--- src/rtl/zs_pkg.sv ---
package zs_pkg;
  typedef enum logic [1:0] {
    ST_LOAD = 2'd0,
    ST_CLIP = 2'd1,
    ST_EMIT = 2'd2
  } zs_state_e;
endpackage

--- src/rtl/zs_rst_sync.sv ---
module zs_rst_sync (
  input  logic clk,
  input  logic rst_n,
  output logic rst_n_sync
);
  logic [1:0] sync_q;

  always_ff @(posedge clk or negedge rst_n) begin
    if (!rst_n) sync_q <= 2'b00;
    else        sync_q <= {sync_q[0], 1'b1};
  end

  assign rst_n_sync = sync_q[1];
endmodule

--- src/rtl/zs_pedsub.sv ---
module zs_pedsub #(
  parameter int SAMPLE_W = 10,
  parameter int VAL_W    = 11
) (
  input  logic [SAMPLE_W-1:0]     sample,
  input  logic [SAMPLE_W-1:0]     pedestal,
  output logic signed [VAL_W-1:0] diff
);
  localparam int DW = SAMPLE_W + 1;

  logic signed [DW-1:0] wide_diff;
  assign wide_diff = $signed({1'b0, sample}) - $signed({1'b0, pedestal});

  generate
    if (VAL_W >= DW) begin : g_fit
      assign diff = VAL_W'(wide_diff);
    end else begin : g_clamp
      localparam logic signed [DW-1:0] LIM_HI = DW'((2 ** (VAL_W - 1)) - 1);
      localparam logic signed [DW-1:0] LIM_LO = -LIM_HI - DW'(1);
      always_comb begin
        if (wide_diff > LIM_HI)      diff = LIM_HI[VAL_W-1:0];
        else if (wide_diff < LIM_LO) diff = LIM_LO[VAL_W-1:0];
        else                         diff = wide_diff[VAL_W-1:0];
      end
    end
  endgenerate
endmodule

--- src/rtl/zs_cm_acc.sv ---
module zs_cm_acc #(
  parameter int VAL_W = 11,
  parameter int N_PIX = 32
) (
  input  logic                    clk,
  input  logic                    rst_n,
  input  logic                    acc1_en,
  input  logic                    acc2_en,
  input  logic                    first,
  input  logic signed [VAL_W-1:0] val,
  input  logic [VAL_W-1:0]        margin,
  output logic signed [VAL_W-1:0] mean1,
  output logic signed [VAL_W-1:0] mean2
);
  localparam int CNT_W = $clog2(N_PIX);
  localparam int SUM_W = VAL_W + CNT_W;
  localparam int CMP_W = VAL_W + 2;

  logic signed [SUM_W-1:0] sum1_q, sum1_d, sum2_q, sum2_d;
  logic signed [CMP_W-1:0] clip_lim;
  logic signed [VAL_W-1:0] clipped;

  assign mean1 = VAL_W'(sum1_q >>> CNT_W);
  assign mean2 = VAL_W'(sum2_q >>> CNT_W);

  // Outlier clipping for the second pass
  assign clip_lim = CMP_W'(mean1) + $signed({2'b00, margin});
  assign clipped  = (CMP_W'(val) > clip_lim) ? mean1 : val;

  always_comb begin
    sum1_d = sum1_q;
    sum2_d = sum2_q;
    if (acc1_en) sum1_d = (first ? '0 : sum1_q) + SUM_W'(val);
    if (acc2_en) sum2_d = (first ? '0 : sum2_q) + SUM_W'(clipped);
  end

  always_ff @(posedge clk or negedge rst_n) begin
    if (!rst_n) begin
      sum1_q <= '0;
      sum2_q <= '0;
    end else begin
      if (acc1_en) sum1_q <= sum1_d;
      if (acc2_en) sum2_q <= sum2_d;
    end
  end

  // a fresh group restarts the first sum at the incoming value
  p_sum_restart_r4: assert property (@(posedge clk) disable iff (!rst_n)
    (acc1_en && first) |=> (sum1_q == SUM_W'($past(val))));
endmodule

--- src/rtl/zs_hit_sel.sv ---
module zs_hit_sel #(
  parameter int VAL_W = 11
) (
  input  logic signed [VAL_W-1:0] val,
  input  logic signed [VAL_W-1:0] cm,
  input  logic                    cm_en,
  input  logic signed [VAL_W-1:0] thr,
  output logic signed [VAL_W-1:0] corr,
  output logic                    hit
);
  localparam logic signed [VAL_W:0] W_MAX = {2'b00, {(VAL_W-1){1'b1}}};
  localparam logic signed [VAL_W:0] W_MIN = {2'b11, {(VAL_W-1){1'b0}}};

  logic signed [VAL_W:0] wide;
  assign wide = (VAL_W+1)'(val) - (cm_en ? (VAL_W+1)'(cm) : '0);

  always_comb begin
    if (wide > W_MAX)      corr = W_MAX[VAL_W-1:0];
    else if (wide < W_MIN) corr = W_MIN[VAL_W-1:0];
    else                   corr = wide[VAL_W-1:0];
  end

  assign hit = (corr > thr);
endmodule

--- src/rtl/zs_pipeline.sv ---
module zs_pipeline
  import zs_pkg::*;
#(
  parameter int N_PIX    = 32,
  parameter int SAMPLE_W = 10,
  parameter int VAL_W    = 11,
  parameter int IDX_W    = 8
) (
  input  logic                    clk,
  input  logic                    rst_n,
  input  logic                    cfg_raw,
  input  logic                    cfg_cm_en,
  input  logic [VAL_W-1:0]        cfg_margin,
  input  logic signed [VAL_W-1:0] cfg_thr,
  input  logic                    in_valid,
  output logic                    in_ready,
  input  logic [IDX_W-1:0]        in_idx,
  input  logic [SAMPLE_W-1:0]     in_sample,
  output logic [IDX_W-1:0]        ped_addr,
  input  logic [SAMPLE_W-1:0]     ped_data,
  output logic                    out_valid,
  output logic                    out_last,
  output logic [IDX_W-1:0]        out_idx,
  output logic signed [VAL_W-1:0] out_value
);
  localparam int CNT_W = $clog2(N_PIX);
  localparam logic [CNT_W-1:0] CNT_END = CNT_W'(N_PIX - 1);

  logic rst_s;
  zs_rst_sync u_rst (.clk(clk), .rst_n(rst_n), .rst_n_sync(rst_s));

  zs_state_e        state_q, state_d;
  logic [CNT_W-1:0] cnt_q, cnt_d;
  logic             accept, last_slot, first;
  logic             buf_we, acc1_en, acc2_en;

  logic signed [VAL_W-1:0] val_buf [N_PIX];
  logic [IDX_W-1:0]        idx_buf [N_PIX];
  logic signed [VAL_W-1:0] cur_val, diff, mean1, mean2, corr;
  logic [IDX_W-1:0]        cur_idx;
  logic                    hit;

  logic                    ov_q, ov_d, ol_q, ol_d, oraw_q, oraw_d;
  logic [IDX_W-1:0]        oi_q, oi_d;
  logic signed [VAL_W-1:0] oval_q, oval_d;

  assign ped_addr  = in_idx;
  assign in_ready  = (state_q == ST_LOAD);
  assign accept    = in_valid & in_ready;
  assign last_slot = (cnt_q == CNT_END);
  assign first     = (cnt_q == '0);
  assign cur_val   = val_buf[cnt_q];
  assign cur_idx   = idx_buf[cnt_q];

  zs_pedsub #(.SAMPLE_W(SAMPLE_W), .VAL_W(VAL_W)) u_pedsub (
    .sample(in_sample), .pedestal(ped_data), .diff(diff)
  );

  zs_cm_acc #(.VAL_W(VAL_W), .N_PIX(N_PIX)) u_cm (
    .clk(clk), .rst_n(rst_s), .acc1_en(acc1_en), .acc2_en(acc2_en),
    .first(first), .val(acc1_en ? diff : cur_val), .margin(cfg_margin),
    .mean1(mean1), .mean2(mean2)
  );

  zs_hit_sel #(.VAL_W(VAL_W)) u_hit (
    .val(cur_val), .cm(mean2), .cm_en(cfg_cm_en), .thr(cfg_thr),
    .corr(corr), .hit(hit)
  );

  // Next-state logic
  always_comb begin
    state_d = state_q;
    cnt_d   = cnt_q;
    buf_we  = 1'b0;
    acc1_en = 1'b0;
    acc2_en = 1'b0;
    ov_d    = 1'b0;
    ol_d    = 1'b0;
    oi_d    = oi_q;
    oval_d  = oval_q;
    oraw_d  = oraw_q;
    case (state_q)
      ST_LOAD: begin
        if (accept) begin
          cnt_d = cnt_q + 1'b1;
          if (cfg_raw) begin
            ov_d   = 1'b1;
            ol_d   = last_slot;
            oi_d   = in_idx;
            oval_d = VAL_W'(in_sample);
            oraw_d = 1'b1;
          end else begin
            buf_we  = 1'b1;
            acc1_en = 1'b1;
            if (last_slot) state_d = ST_CLIP;
          end
        end
      end
      ST_CLIP: begin
        acc2_en = 1'b1;
        cnt_d   = cnt_q + 1'b1;
        if (last_slot) state_d = ST_EMIT;
      end
      ST_EMIT: begin
        ov_d   = hit;
        ol_d   = last_slot;
        oi_d   = cur_idx;
        oval_d = corr;
        oraw_d = 1'b0;
        cnt_d  = cnt_q + 1'b1;
        if (last_slot) state_d = ST_LOAD;
      end
      default: state_d = ST_LOAD;
    endcase
  end

  // Control and output registers
  always_ff @(posedge clk or negedge rst_s) begin
    if (!rst_s) begin
      state_q <= ST_LOAD;
      cnt_q   <= '0;
      ov_q    <= 1'b0;
      ol_q    <= 1'b0;
      oi_q    <= '0;
      oval_q  <= '0;
      oraw_q  <= 1'b0;
    end else begin
      state_q <= state_d;
      cnt_q   <= cnt_d;
      ov_q    <= ov_d;
      ol_q    <= ol_d;
      if (ov_d | ol_d) begin
        oi_q   <= oi_d;
        oval_q <= oval_d;
        oraw_q <= oraw_d;
      end
    end
  end

  // Group buffer, datapath only
  always_ff @(posedge clk) begin
    if (buf_we) begin
      val_buf[cnt_q] <= diff;
      idx_buf[cnt_q] <= in_idx;
    end
  end

  assign out_valid = ov_q;
  assign out_last  = ol_q;
  assign out_idx   = oi_q;
  assign out_value = oval_q;

  // bypass forwards the accepted sample one cycle later
  p_raw_pass_r1: assert property (@(posedge clk) disable iff (!rst_s)
    (accept && cfg_raw) |=> (out_valid && out_value == VAL_W'($past(in_sample))));

  // clipping only lowers values, so the final offset is not above the first
  p_mean_order_r5: assert property (@(posedge clk) disable iff (!rst_s)
    (state_q == ST_EMIT) |-> (mean2 <= mean1));

  // a forwarded suppression record lies strictly above the threshold
  p_hit_above_thr_r6: assert property (@(posedge clk) disable iff (!rst_s)
    (out_valid && !oraw_q) |-> (out_value > $past(cfg_thr)));

  // a suppression end marker follows the final emit cycle
  p_last_from_emit_r8: assert property (@(posedge clk) disable iff (!rst_s)
    (out_last && !oraw_q) |-> $past(state_q == ST_EMIT && cnt_q == CNT_END));

  // end markers never repeat on consecutive cycles
  p_last_spacing_r8: assert property (@(posedge clk) disable iff (!rst_s)
    out_last |=> !out_last);
endmodule

--- config.mk ---
export PLATFORM = sky130hd
export DESIGN_NAME = zs_pipeline
export DESIGN_NICKNAME = d
export VERILOG_FILES = /design/src/rtl/zs_pkg.sv /design/src/rtl/zs_rst_sync.sv /design/src/rtl/zs_pedsub.sv /design/src/rtl/zs_cm_acc.sv /design/src/rtl/zs_hit_sel.sv /design/src/rtl/zs_pipeline.sv
export SDC_FILE = /design/constraint.sdc
export NUM_CORES = 1
export LEC_CHECK = 0
export CAP_MARGIN = 30
export CORE_UTILIZATION = 45
export DETAILED_ROUTE_END_ITERATION = 7
export HOLD_SLACK_MARGIN = 0.02
export PLACE_DENSITY_LB_ADDON = 0.08
export SYNTH_ARGS = -nofsm -noshare
export SYNTH_HDL_FRONTEND = slang
export SYNTH_SLANG_ARGS = --single-unit
--- constraint.sdc ---
create_clock -name clk -period 2 [get_ports clk]
set_input_delay 0.4 -clock clk [delete_from_list [all_inputs] [get_ports clk]]
set_output_delay 0.4 -clock clk [all_outputs]
set_load 0.01 [all_outputs]
==> out/qor.yml, run 1 <==
clock_network:
  cts.path.max_buffers: 3
  numCtsBuffers: 73
  htreeDepth: 3
  cts.sinks: 670
  cts_tree: "done"
  root_buffer: "clkbuf_16"
  clk_latency_ps: 620
  clkTransAtPathRegs_ps: 60
floorplanning:
  core_sq_um: 64500
  num_rows: 93
  io-pin-count: 85
  die_area_sq_um: 66300
  fp.dieW_microns: 258
  die_h_microns: 258
  start_util_pct: 45.6
timing:
  fin_crit_sh_pct: 308
  fmax_mhz: 162
  grt_setup_unrepaired: "true"
  worst_pin_slew_ps: 683
  slew_violations: 0
  finalHoldViolCount: 0
  period_minus_slack_ps: 6170
  slew_headroom_pct: 54.5
  post-route-worst-setup-slack_ps: -4170
  whs_ps: 184
  setup_viol: 459
  skew_ps: 30.6
final_layout:
  nFillCells: 4627
  drive_gt1_share_pct: 43.6
  final_area_sq_um: 40700
  area_growth_pct: 38.4
  seq_area_sq_um: 19800
  finalNetCount: 2585
  multi_input_area_sq_um: 10700
  n_antenna_cell: 0
  fin_util_pct: 63.1
worst_setup_path:
  cp_top_family: "compound AO/OA/AOI/OAI gates"
  cp-end-kind: "flip-flop"
  rr_endpoint: "u_cm.sum2_q[14]$_DFFE_PN0N_"
  path_common_cell: "a21oi_2"
  slowest_delay_ps: 410
  critPathKind: "flip-flop to flip-flop"
  worstPathRequired_ps: 2490
  crit_fanout: 4
  regToRegSetupSlack_ps: -4170
  ff2ff_path_depth: 28
  arrival_ps: 6660
  rr_startpoint: "u_cm.sum1_q[5]$_DFFE_PN0P_"
  worst-path-buf-inv: 0
  cp_slowest_cell: "dfrtp_1"
  critPathLaunchType: "flip-flop"
  critical_path.startpoint: "u_cm.sum1_q[5]$_DFFE_PN0P_"
detailed_routing:
  vias: 18500
  routedWlPerCell_microns: 24.8
  wl_met1_microns: 34700
  route.antenna.remaining_nets: 0
  vias_per_cell: 5.54
  remaining_drc_errors: 0
  route.met3.wl_microns: 3690
  dr_wl_met2_microns: 41500
  top_layer: "met4"
  firstDrtPassIters: 5
  drt-initial-drc-count: 1237
  wl_microns: 82800
grt:
  grt_pass1_vias: 19100
  grt.overflow.total: 0
  grt_pass1_wl_microns: 120000
  grt_max_degree: 34
  antenna_found_initial: 0
  track_usage_pct: 24.6
placement:
  dpl_worst_slack_ps: -4680
  place_congestion: 0.863
  hpwl_microns: 54200
  postPlaceCellArea_sq_um: 35700
  numPortBuffers: 84
yosys:
  synth-edff-count: 608
  synth_common_cells: "edfxtp_1, nand2_1, mux4_2, nor2_1, ha_1"
  synth_area_sq_um: 29400
  synthArstFlopShare_pct: 9.25
  synthCells: 1804
  syn_nets: 1956
  yosys.area.top_type: "edfxtp_1"
  synth-seq-cells: 670
  synth_ff_type: "edfxtp_1"
  synth-seq-area-share_pct: 67.4
  synth_area_leaders: "edfxtp_1, mux4_2, dfrtp_1, ha_1, nand2_1"
  synth.most_common_cell: "edfxtp_1"
  synth_cell_types: 63
  ys_warn_count: 0
  syn_avg_cell_area_sq_um: 16.3
  synth_top_area_share_pct: 62.1
job:
  maxCapViolations: 0
pwr:
  p_leak_nw: 14.8
  power_mw: 82.3
  p_per_area_nw_per_um2: 2020
  ir_drop_v: 0.00158
worst_hold_path:
  worstHoldPathType: "input port to flip-flop"
  whs_path_depth: 3
  worstHoldEndpoint: "out_value[1]$_DFFE_PN0P_"
  hold_path.startpoint: "in_sample[1]"
run_status:
  violations: "setup timing"
  status: "finished, violations left"
==> layer usage <==
layer	global-route usage, %	up-vias
met3	3.59	132
li1	-	8373
met1	32.1	9555
met5	0	-
met2	41.7	480
met4	9.73	0
==> through the flow <==
stage | cells | setup TNS (ps)
6_report | 3346 | -191820
5_1_grt | 3346 | -228830
4_1_cts | 3297 | -183690
3_5_place_dp | 3084 | -753820
3_3_place_gp | 3084 | -732970
2_1_floorplan | 1804 | -325640
==> flip-flops by register name, summed over array words and instances (netlist names), 5 cells and up <==
name / cells
cnt_q: 5
out_value: 11
idx_buf: 256
u_cm.sum2_q: 16
u_cm.sum1_q: 16
out_idx: 8
val_buf: 352
==> cells by family (layout without fill, tap and decap cells) <==
family | Yosys count | after routing | synth area share (%)
AOI/OAI and AO/OA | 262 | 262 | 5.92
xor gates and xnor gates | 50 | 50 | 1.52
adders and majority gates | 97 | 97 | 4.26
buffers and inverters | 137 | 823 | 2.02
DFF | 670 | 670 | 67.4
muxes | 182 | 182 | 12.6
other | 1 | 1 | 0.0128
and+or+nand+nor | 405 | 406 | 6.27
==> layout make-up <==
type	instances	area share (%)
Clock inverter	42	0.913
Sequential cell	670	48.7
Tap cell	855	2.63
Inverter	53	0.563
Clock buffer	91	4.86
Timing Repair Buffer	637	15.9
Multi-Input combinational cell	998	26.4
==> repair_timing <==
action,in CTS,in global routing
setup buffers,77,54
setup endpoints to repair,812,681
gates cloned,7,12
hold endpoints to repair,2,0
gates resized for setup,190,123
pin swaps,67,90
hold buffers,1,0
==> worst max-delay path by stage <==
stage                                        endpoint  depth (start not counted)
final                     u_cm.sum2_q[14]$_DFFE_PN0N_                         28
after global routing      u_cm.sum2_q[14]$_DFFE_PN0N_                         28
after CTS                 u_cm.sum2_q[14]$_DFFE_PN0N_                         28
after detailed placement  u_cm.sum2_q[14]$_DFFE_PN0N_                         29
after global placement    u_cm.sum2_q[14]$_DFFE_PN0N_                         29
after floorplan           u_cm.sum2_q[14]$_DFFE_PN0N_                         28
==> layout by cell type, fill, tap and decap left out, types with 39 or more instances in the layout <==
master,count
ha_1,57
nand2_1,135
buf_12,77
buf_4,397
nor2_1,68
edfxtp_1,608
inv_1,39
clkbuf_16,87
dfrtp_1,57
buf_6,55
mux4_2,148
clkdlybuf4s50_1,70
==> worst min-delay path: stages <==
cell and delay, ps:
buf_2 150, nor2_1 140, a221oi_2 60
==> where the power goes <==
| group | switching, mW | leakage [nW] | internal (mW) |
|---|---|---|---|
| Combinational | 24.3 | 7.43 | 27.6 |
| Clock | 5.61 | 1.16 | 7.61 |
| Sequential | 0.546 | 6.21 | 16.5 |
| Total | 30.5 | 14.8 | 51.8 |
(Power assumes the default switching activity.)
==> run 2: changes to the inputs <==
--- a/config.mk
+++ b/config.mk
@@ -7,5 +7,5 @@
 export LEC_CHECK = 0
 export CAP_MARGIN = 30
-export CORE_UTILIZATION = 45
+export CORE_UTILIZATION = 40
 export DETAILED_ROUTE_END_ITERATION = 7
 export HOLD_SLACK_MARGIN = 0.02
==> constraint.sdc (replaced) <==
create_clock -name clk -period 2 [get_ports clk]
set_input_delay 0.4 -clock clk [delete_from_list [all_inputs] [get_ports clk]]
set_output_delay 0.4 -clock clk [all_outputs]
set_load 0.05 [all_outputs]
==> out/qor.yml, run 2 (same netlist as run 1, synthesis figures left out) <==
run_status:
  status: "finished, violations left"
  violations: "setup timing"
clock_network:
  cts.sinks: 670  # unchanged
  numCtsBuffers: 75  # +2.7%
  cts.path.max_buffers: 3  # unchanged
  clkTransAtPathRegs_ps: 60  # about the same
  root_buffer: "clkbuf_16"
  clk_latency_ps: 630  # about the same
  cts_tree: "done"
  htreeDepth: 3  # unchanged
detailed_routing:
  route.met3.wl_microns: 2890  # -22%
  firstDrtPassIters: 5  # unchanged
  vias_per_cell: 5.33  # -3.7%
  top_layer: "met4"
  wl_met1_microns: 37100  # +6.7%
  remaining_drc_errors: 0  # unchanged
  route.antenna.remaining_nets: 0  # unchanged
  vias: 18200  # -1.8%
  routedWlPerCell_microns: 24.7  # -0.32%
  drt-initial-drc-count: 1143  # -7.6%
  wl_microns: 84200  # +1.7%
  dr_wl_met2_microns: 42500  # +2.3%
final_layout:
  final_area_sq_um: 40300  # -1.0%
  drive_gt1_share_pct: 42.0  # -1.5 points
  largest_reg_flops: 352  # unchanged
  n_antenna_cell: 0  # unchanged
  area_growth_pct: 37.0
  final_cell_mix: "edfxtp_1, buf_4, mux4_2"
  final_common_cell: "edfxtp_1"
  regMostFlops: "val_buf"
  finalNetCount: 2547  # -1.5%
  reg.largest.list: "val_buf: 352 flops, idx_buf: 256 flops"
worst_setup_path:
  path_common_cell: "buf_4"
  crit_fanout: 4  # unchanged
  cp_slowest_cell: "dfrtp_1"
  slowest_delay_ps: 420  # about the same
  arrival_ps: 6650  # about the same
  cp-end-kind: "flip-flop"
  critPathLaunchType: "flip-flop"
  cp_top_family: "compound AO/OA/AOI/OAI gates"
  critPathKind: "flip-flop to flip-flop"
  worst-path-buf-inv: 11  # +11
  worstPathRequired_ps: 2490  # about the same
grt:
  grt_pass1_vias: 18900  # -0.96%
  antenna_found_initial: 0  # unchanged
  grt_pass1_wl_microns: 125000  # +3.8%
  track_usage_pct: 22.9  # -1.7 points
  grt_max_degree: 34  # unchanged
  grt.overflow.total: 0  # unchanged
timing:
  tns_ps: -281690  # -89870 ps
  grt_setup_unrepaired: "true"
  finalHoldViolCount: 0  # unchanged
  post-route-worst-setup-slack_ps: -4160  # +5.36 ps
  setup_viol: 725  # +58%
  fmax_mhz: 162  # about the same
  skew_ps: 24.7  # -5.83 ps
  slew_headroom_pct: 63.1  # +8.6 points
  period_minus_slack_ps: 6160  # -5.36 ps
  fin_crit_sh_pct: 308  # about the same
  worst_pin_slew_ps: 552  # -131 ps
  slew_violations: 0  # unchanged
pwr:
  ir_drop_v: 0.00217  # +38%
  pwr-share-clk_pct: 16.9  # +0.8 points
  p_per_area_nw_per_um2: 2010  # -0.34%
  p_leak_nw: 14.6  # -1.4%
  p_seq_share_pct: 21.0  # +0.2 points
  p_int_mw: 50.6  # -2.3%
  switching_share_pct: 37.6  # +0.61 points
  pwr-share-comb_pct: 62.1  # -1.1 points
  p_sw_mw: 30.5  # +0.24%
floorplanning:
  fp.dieW_microns: 273  # +6.0%
  die_h_microns: 273  # +6.0%
  io-pin-count: 85  # unchanged
  start_util_pct: 40.4  # -5.2 points
  num_rows: 99  # +6.5%
  core_sq_um: 72800  # +13%
  die_area_sq_um: 74600  # +12%
placement:
  place_congestion: 0.854  # -1.1%
  postPlaceCellArea_sq_um: 36100  # +0.97%
  hpwl_microns: 56600  # +4.6%
  numPortBuffers: 84  # unchanged
job:
  maxCapViolations: 0  # unchanged
worst_hold_path:
  worstHoldPathType: "flip-flop to async pin"
==> run 2: cell count changes in the layout (fill, tap and decap cells not counted), sizes merged, moves of 3 or more <==
cell           before  now
clkdlybuf4s50      70   52
clkinv             33   30
dlygate4sd2        10   17
clkbuf            103   96
buf               543  526
bufinv              4    7
==> run 2: final timing paths <==
kind / from / slack, ps / depth (start not counted) / to
min reg2reg: u_rst.sync_q[1]$_DFF_PN0_ / 240 / 0 / out_value[5]$_DFFE_PN0P_
max reg2reg: u_cm.sum1_q[5]$_DFFE_PN0P_ / -4160 / 34 / u_cm.sum2_q[12]$_DFFE_PN0N_
min in group clk: in_sample[6] / 320 / 3 / out_value[6]$_DFFE_PN0P_
min: u_rst.sync_q[1]$_DFF_PN0_ / 240 / 0 / out_value[5]$_DFFE_PN0P_
max: u_cm.sum1_q[5]$_DFFE_PN0P_ / -4160 / 34 / u_cm.sum2_q[12]$_DFFE_PN0N_
max in group asynchronous: u_rst.sync_q[1]$_DFF_PN0_ / 1180 / 1 / out_idx[6]$_DFFE_PN0P_
==> run 2: timing repair <==
| item | 4_1_cts | 5_1_grt |
|---|---|---|
| endpoints found under the setup margin | 898 | 888 |
| resized for setup | 180 | 42 |
| hold endpoints to repair | 2 | 0 |
| pin swaps | 70 | 55 |
| hold buffers | 1 | 0 |
| setup buffers | 57 | 28 |
| gates cloned | 7 | 1 |
==> run 2: final cells by class <==
cell class,instances,area (sq um)
timing repair buffer,597,5940
tap,959,1200
multi-input combinational,998,10600
inverter,53,231
fill,5883,32600
clock inverter,42,449
sequential,670,19800
clock buffer,95,2010
==> run 2: layer usage <==
layer / GRT usage, % / vias to the layer above
met2: 39.3 / 355
met1: 31.0 / 9460
met5: 0 / -
met3: 2.96 / 100
met4: 5.40 / 0
li1: - / 8295
==> run 2: stage by stage <==
| stage | hold WS (ps) | total power [mW] | std cells | setup WS (ps) | util (%) |
|---|---|---|---|---|---|
| 4_1_cts | 256 | 79.6 | 3390 | -4120 | 54.7 |
| 3_5_place_dp | 247 | 60.6 | 3194 | -4700 | 49.5 |
| 3_3_place_gp | 253 | 60.0 | 3194 | -4620 | 49.5 |
| 6_report | 241 | 81.1 | 3414 | -4160 | 55.3 |
| 5_1_grt | 273 | 86.2 | 3414 | -4520 | 55.3 |
| 2_1_floorplan | 104 | 42.9 | 1804 | -3950 | - |
==> run 2: power by group through the flow <==
stage          Sequential, mW  Combinational (mW)  Clock (mW)
6_report                 17.0                50.4        13.7
5_1_grt                  17.1                54.5        14.6
4_1_cts                  17.0                48.6        14.0
3_5_place_dp             17.4                43.2           0
3_3_place_gp             17.4                42.7           0
2_1_floorplan            17.8                25.1           0
